`config.mk`:
```
export PLATFORM = sky130hd
export DESIGN_NAME = tdm_hwy_port
export DESIGN_NICKNAME = d
export VERILOG_FILES = /design/src/rtl/tdm_hwy_pkg.sv /design/src/rtl/tdm_hwy_ctrl.sv /design/src/rtl/tdm_hwy_dpath.sv /design/src/rtl/tdm_hwy_port.sv
export SDC_FILE = /design/constraint.sdc
export NUM_CORES = 1
export LEC_CHECK = 0
export BUFFER_PORTS_ARGS = -buffer_cell sky130_fd_sc_hd__buf_4
export CAP_MARGIN = 20
export CORE_ASPECT_RATIO = 1.25
export CORE_UTILIZATION = 60
export CTS_CLUSTER_DIAMETER = 60
export DETAILED_ROUTE_END_ITERATION = 12
export HOLD_SLACK_MARGIN = 0.15
export PLACE_DENSITY = 0.77
export SYNTH_ARGS = -nofsm -noshare
export SYNTH_HDL_FRONTEND = slang
export SYNTH_SLANG_ARGS = --single-unit
```
`constraint.sdc`:
```
create_clock -name clk -period 7.1 [get_ports clk]
set_input_delay 0.355 -clock clk [delete_from_list [all_inputs] [get_ports clk]]
set_output_delay 0.355 -clock clk [all_outputs]
set_load 0.01 [all_outputs]
```
`src/rtl/tdm_hwy_pkg.sv`:
```
`timescale 1ns/1ps
package tdm_hwy_pkg;
  // frame geometry
  localparam int SLOTS       = 32;
  localparam int BITS        = 8;
  localparam int CYC_PER_BIT = 4;
  localparam int SAMPLE_PH   = CYC_PER_BIT / 2;

  localparam int SLOT_W = $clog2(SLOTS);
  localparam int BIT_W  = $clog2(BITS);
  localparam int PH_W   = $clog2(CYC_PER_BIT);

  // strobes from the control counters to the datapath
  typedef struct packed {
    logic              txStage;      // copy next slot's entry into staging
    logic [SLOT_W-1:0] txStageSlot;  // entry to copy
    logic              txLoad;       // move staging into shifter
    logic              txShift;      // advance shifter one bit
    logic              rxSample;     // take rxSer this cycle
    logic              rxLast;       // this sample completes a byte
    logic [SLOT_W-1:0] rxSlot;       // slot of the byte being built
  } strobe_t;
endpackage

```
`src/rtl/tdm_hwy_ctrl.sv`:
```
`timescale 1ns/1ps
module tdm_hwy_ctrl
  import tdm_hwy_pkg::*;
(
  input  logic    clk,
  input  logic    rstN,
  input  logic    rxFrameSync,
  output strobe_t strb,
  output logic    txFrameSync
);
  // transmit timing
  logic [PH_W-1:0]   txPh;
  logic [BIT_W-1:0]  txBit;
  logic [SLOT_W-1:0] txSlot;
  logic txPhLast, txBitLast, txSlotLast;

  assign txPhLast   = (txPh == PH_W'(CYC_PER_BIT - 1));
  assign txBitLast  = (txBit == BIT_W'(BITS - 1));
  assign txSlotLast = (txSlot == SLOT_W'(SLOTS - 1));

  always_ff @(posedge clk or negedge rstN) begin
    if (!rstN) begin
      txPh   <= '0;
      txBit  <= '0;
      txSlot <= '0;
    end else begin
      txPh <= txPhLast ? '0 : txPh + PH_W'(1);
      if (txPhLast) begin
        txBit <= txBitLast ? '0 : txBit + BIT_W'(1);
        if (txBitLast)
          txSlot <= txSlotLast ? '0 : txSlot + SLOT_W'(1);
      end
    end
  end

  assign txFrameSync = (txSlot == '0) && (txBit == '0);

  // receive timing
  logic              rxSyncPrev;
  logic              rxLocked;
  logic [PH_W-1:0]   rxPh;
  logic [BIT_W-1:0]  rxBit;
  logic [SLOT_W-1:0] rxSlotCnt;
  logic rxRise, rxPhLast, rxBitLast, rxSlotLast;

  assign rxRise     = rxFrameSync && !rxSyncPrev;
  assign rxPhLast   = (rxPh == PH_W'(CYC_PER_BIT - 1));
  assign rxBitLast  = (rxBit == BIT_W'(BITS - 1));
  assign rxSlotLast = (rxSlotCnt == SLOT_W'(SLOTS - 1));

  always_ff @(posedge clk or negedge rstN) begin
    if (!rstN) begin
      rxSyncPrev <= 1'b0;
      rxLocked   <= 1'b0;
      rxPh       <= '0;
      rxBit      <= '0;
      rxSlotCnt  <= '0;
    end else begin
      rxSyncPrev <= rxFrameSync;
      if (rxRise) begin
        // the rising cycle is phase 0 of bit 0, slot 0
        rxLocked  <= 1'b1;
        rxPh      <= PH_W'(1);
        rxBit     <= '0;
        rxSlotCnt <= '0;
      end else if (rxLocked) begin
        rxPh <= rxPhLast ? '0 : rxPh + PH_W'(1);
        if (rxPhLast) begin
          rxBit <= rxBitLast ? '0 : rxBit + BIT_W'(1);
          if (rxBitLast)
            rxSlotCnt <= rxSlotLast ? '0 : rxSlotCnt + SLOT_W'(1);
        end
      end
    end
  end

  always_comb begin
    strb.txStage     = (txPh == '0) && txBitLast;
    strb.txStageSlot = txSlotLast ? '0 : txSlot + SLOT_W'(1);
    strb.txLoad      = txPhLast && txBitLast;
    strb.txShift     = txPhLast && !txBitLast;
    strb.rxSample    = rxLocked && !rxRise && (rxPh == PH_W'(SAMPLE_PH));
    strb.rxLast      = strb.rxSample && rxBitLast;
    strb.rxSlot      = rxSlotCnt;
  end
endmodule

```
`src/rtl/tdm_hwy_dpath.sv`:
```
`timescale 1ns/1ps
module tdm_hwy_dpath
  import tdm_hwy_pkg::*;
(
  input  logic              clk,
  input  logic              rstN,
  input  strobe_t           strb,
  input  logic              wrEn,
  input  logic [SLOT_W-1:0] wrSlot,
  input  logic [BITS-1:0]   wrByte,
  input  logic              rxSer,
  output logic              txSer,
  output logic [BITS-1:0]   rxByte,
  output logic [SLOT_W-1:0] rxSlot,
  output logic              rxByteValid
);
  // transmit slot array, one register per entry
  logic [BITS-1:0] slotMem [SLOTS];

  for (genvar g = 0; g < SLOTS; g++) begin : gEntry
    always_ff @(posedge clk or negedge rstN) begin
      if (!rstN)
        slotMem[g] <= '0;
      else if (wrEn && (wrSlot == SLOT_W'(g)))
        slotMem[g] <= wrByte;
    end
  end

  logic [BITS-1:0] txStageReg;
  logic [BITS-1:0] txShReg;

  always_ff @(posedge clk or negedge rstN) begin
    if (!rstN) begin
      txStageReg <= '0;
      txShReg    <= '0;
    end else begin
      if (strb.txStage)
        txStageReg <= slotMem[strb.txStageSlot];
      if (strb.txLoad)
        txShReg <= txStageReg;
      else if (strb.txShift)
        txShReg <= {txShReg[BITS-2:0], 1'b0};
    end
  end

  assign txSer = txShReg[BITS-1];

  // receive byte assembly
  logic [BITS-1:0] rxShReg;
  logic [BITS-1:0] rxNext;

  assign rxNext = {rxShReg[BITS-2:0], rxSer};

  always_ff @(posedge clk or negedge rstN) begin
    if (!rstN) begin
      rxShReg     <= '0;
      rxByte      <= '0;
      rxSlot      <= '0;
      rxByteValid <= 1'b0;
    end else begin
      if (strb.rxSample)
        rxShReg <= rxNext;
      rxByteValid <= strb.rxLast;
      if (strb.rxLast) begin
        rxByte <= rxNext;
        rxSlot <= strb.rxSlot;
      end
    end
  end
endmodule

```
`src/rtl/tdm_hwy_port.sv`:
```
`timescale 1ns/1ps
module tdm_hwy_port
  import tdm_hwy_pkg::*;
(
  input  logic              clk,
  input  logic              rstN,
  input  logic              txWrEn,
  input  logic [SLOT_W-1:0] txWrSlot,
  input  logic [BITS-1:0]   txWrByte,
  output logic              txSer,
  output logic              txFrameSync,
  input  logic              rxSer,
  input  logic              rxFrameSync,
  output logic [BITS-1:0]   rxByte,
  output logic [SLOT_W-1:0] rxSlot,
  output logic              rxByteValid
);
  strobe_t strb;

  tdm_hwy_ctrl uCtrl (
    .clk         (clk),
    .rstN        (rstN),
    .rxFrameSync (rxFrameSync),
    .strb        (strb),
    .txFrameSync (txFrameSync)
  );

  tdm_hwy_dpath uDpath (
    .clk         (clk),
    .rstN        (rstN),
    .strb        (strb),
    .wrEn        (txWrEn),
    .wrSlot      (txWrSlot),
    .wrByte      (txWrByte),
    .rxSer       (rxSer),
    .txSer       (txSer),
    .rxByte      (rxByte),
    .rxSlot      (rxSlot),
    .rxByteValid (rxByteValid)
  );
endmodule

```
==> results.md <==
* Fin cells at ~1500
* Fin util at 67.6%
* I/O pins at 34
* Post-route ant nets at 0
* Max-slew violations at 0
* Largest net degree at the start of global routing at approximately 180
* Reg-to-reg slack, setup at 3.40 ns
* Max_cap viols at 0
* Crit-path max FO at 79
* Slowest cell delay on critical path at roughly 0.87 ns
* Worst Setup End Kind: register
* Vias/cell at 6.44
* Placement Cell Area at 15000 µm²
* Wire length per cell at between 20 and 25 µm
* Worst min path class: in -> reg
* Fmax at roughly 270 MHz
* Rows at 63
* Worst EP required at approximately 7.6 ns
* CTS H-tree lvls at 1
* DP Wirelength at about 22000 µm
* Synth top cells by count: dfrtp_1, mux2_2, nand2_1
* Critical path's top delay family: simple AND/OR/NAND/NOR gates
* Final Wtd Congestion at around 0.96
* # DRC at 0
* Crit-path cells: inv_1 > buf_4 > ha_4 > nor2b_1 > nor2_1 > o22ai_1 > o211a_1 > o41ai_1
* CTS resizes at 0
* Most frequent cell after synthesis: dfrtp_1
* Peak supply drop at 0.272 mV
* R2r startpoint: uCtrl.txSlot[0]$_DFFE_PN0P_
* Routed WL at between 30000 and 40000 µm
* Clock buffer depth at 3
* Minimum clock period at 3.70 ns
* CP Data Arrival Time at ~4.2 ns
* Vias in the first global route at 9822
* Async set-or-reset flop fraction in the synthesized netlist at 100%
* DIE AREA at 25100 µm²
* GR Util All Layers at between 20% and 30%
* Antenna violations before repair at 0
* Clock Skew at around 0.011 ns
* WHS Endpoint: uDpath.slotMem[155]$_DFFE_PN0P_
* Number of synthesized register bits at approximately 320
* Mapped Area at 14700 µm²
* PD cells at around 290 nW/µm²
* Hold path cells at 3
* Iteration count of the initial detailed-routing pass at 5
* Top cells by area, synth: dfrtp_1, mux2_2, mux2i_1, mux4_2, nand2_1
* WS Path Type: reg -> reg
* CP bufs+invs at 2
* Area of the core at between 20000 and 25000 µm²
* Status: finished clean
* PortBufs at 33
* Hold_sp: txWrSlot[1]
* Share of layout cells above drive strength 1 at approximately 37%
* Startpoint types: register
* TritonCTS clock tree: built
* Post-layout power at between 4000 and 5000 µW
* Setup Viol. Count Final at 0
* Nets@finish at 1148
* Synthesized area per cell at roughly 13 µm²
* Final setup TNS at 0 ns
* Die Width at 142 µm
* RSZ-0062 raised after global routing: false
* Synth Instances at 1122
* Ys flop type: dfrtp_1
* Clk sinks at approximately 320
* Die height at approximately 180 µm
* Vias at roughly 9400
* Reg-to-reg endpoint: uDpath.txStageReg[4]$_DFFE_PN0P_
* Max_slew headroom at roughly 25%
* Sequential-to-total area share from yosys stat at between 50 and 60%
* Gr ovfl total at 0
* Leakage at 0.00739 µW
* R2R cell count at 8
* Synth top area share at 53.7%
* Clock Latency Late Sink at 0.56 ns
* Post-synth EDFFs at 0
* Final Cell Area at 16200 µm²
* Period Utilization, post-route at 52.2%
* Final hold violations at 0
* Setup bufs post-CTS at 0
* Initial Util at about 61%
* Yosys cell types at a little under 70
* Slowest CP cell: ha_4
* Inst Count DP at approximately 1400
* Layout overhead on the synthesized area at 10.1%
* Ant diodes at 0
* 1st-iter DRT viols at 756
* Clock root buffer: clkbuf_16
* Yosys Warn Count at 0
* Clock slew at reported path FFs at roughly 0.060 ns
* Most area-hungry cell type in the Yosys netlist: dfrtp_1
* CTS buffer count at 31
* Tightest Pin Transition at between 1 and 1.5 ns
* First-pass GRT wire length at between 50000 and 60000 µm
* Synthesized net count at 1154
==> registers in the layout, summed over array words and instances (netlist names) <==
register            flops
uCtrl.rxBit             3
uCtrl.rxLocked          1
uCtrl.rxPh              2
uCtrl.rxSlotCnt         5
uCtrl.rxSyncPrev        1
uCtrl.txBit             3
uCtrl.txPh              2
uCtrl.txSlot            5
uDpath.rxByte           8
uDpath.rxByteValid      1
uDpath.rxShReg          7
uDpath.rxSlot           5
uDpath.slotMem        256
uDpath.txShReg          8
uDpath.txStageReg       8
==> logic make-up (layout without fill, tap and decap cells) <==
group	Yosys count	after routing	share of synthesized area [%]
mux	348	348	27.5
buf+inv	99	117	3.08
simple gates	174	174	6.05
fa+ha+maj	14	14	1.19
flops	315	315	53.7
xor+xnor	3	3	0.230
compound gates	169	169	8.24
==> per-layer routing <==
metal,share of wire [%],global-route usage [%],vias to the layer above
li1,-,-,4120
met1,41,37.9,4880
met2,48,47.6,331
met3,6.2,5.33,102
met4,4.1,11.7,0
met5,0,0,-
==> metrics by stage <==
stage	setup WS (ns)	hold WS (ns)
5_1_grt	3.14	0.274
6_report	3.40	0.263
4_1_cts	3.43	0.342
3_5_place_dp	3.45	0.456
3_3_place_gp	3.58	0.437
2_1_floorplan	4.35	0.0594
==> cell usage in the layout, fill, tap and decap left out, drive strengths merged, types with 10 or more instances in the layout <==
master and n:
dfrtp 315, mux2 296, nand2 55, clkbuf 42
buf 39, o21ai 39, mux2i 38, nor2 34
nand3 31, o22ai 22, inv 17, a21oi 15
nor2b 14, mux4 14, ha 14, o211ai 12
nor3 11, a211oi 10, a41oi 10, a22o 10
a221oi 10, clkinv 10
==> worst min-delay path: stages <==
cell	delay [ns]
buf_4	0.14
nor4_2	0.07
mux2_2	0.21
==> cell type report <==
cell class                 instances  area, µm²
tap                              325        407
inverter                          17       63.8
clock buffer                      41        873
sequential                       315       7880
clock inverter                    16        215
timing repair buffer              43        350
fill                            1724       7730
multi-input combinational        708       6360
==> how the worst max path moves through the flow <==
stage                                            from                          endpoint  depth (start not counted)
after floorplan           uCtrl.txSlot[0]$_DFFE_PN0P_  uDpath.txStageReg[1]$_DFFE_PN0P_                         12
after global placement    uCtrl.txSlot[0]$_DFFE_PN0P_  uDpath.txStageReg[4]$_DFFE_PN0P_                          8
after detailed placement  uCtrl.txSlot[0]$_DFFE_PN0P_  uDpath.txStageReg[2]$_DFFE_PN0P_                          8
after CTS                 uCtrl.txSlot[0]$_DFFE_PN0P_  uDpath.txStageReg[4]$_DFFE_PN0P_                          8
after global routing      uCtrl.txSlot[0]$_DFFE_PN0P_  uDpath.txStageReg[4]$_DFFE_PN0P_                          8
final                     uCtrl.txSlot[0]$_DFFE_PN0P_  uDpath.txStageReg[4]$_DFFE_PN0P_                          8
==> timing repair <==
| item | CTS | global route |
|---|---|---|
| endpoints found under the hold margin | 139 | 0 |
| setup endpoints to repair | 0 | 0 |
| hold buffers | 3 | 0 |
==> where the power goes <==
part           switching (µW)  leakage (µW)  internal, µW
registers                 187       0.00405          2130
clock network             689      0.000540          1040
logic                     283       0.00280           371
total                    1160       0.00739          3540
(Power assumes the default switching activity.)
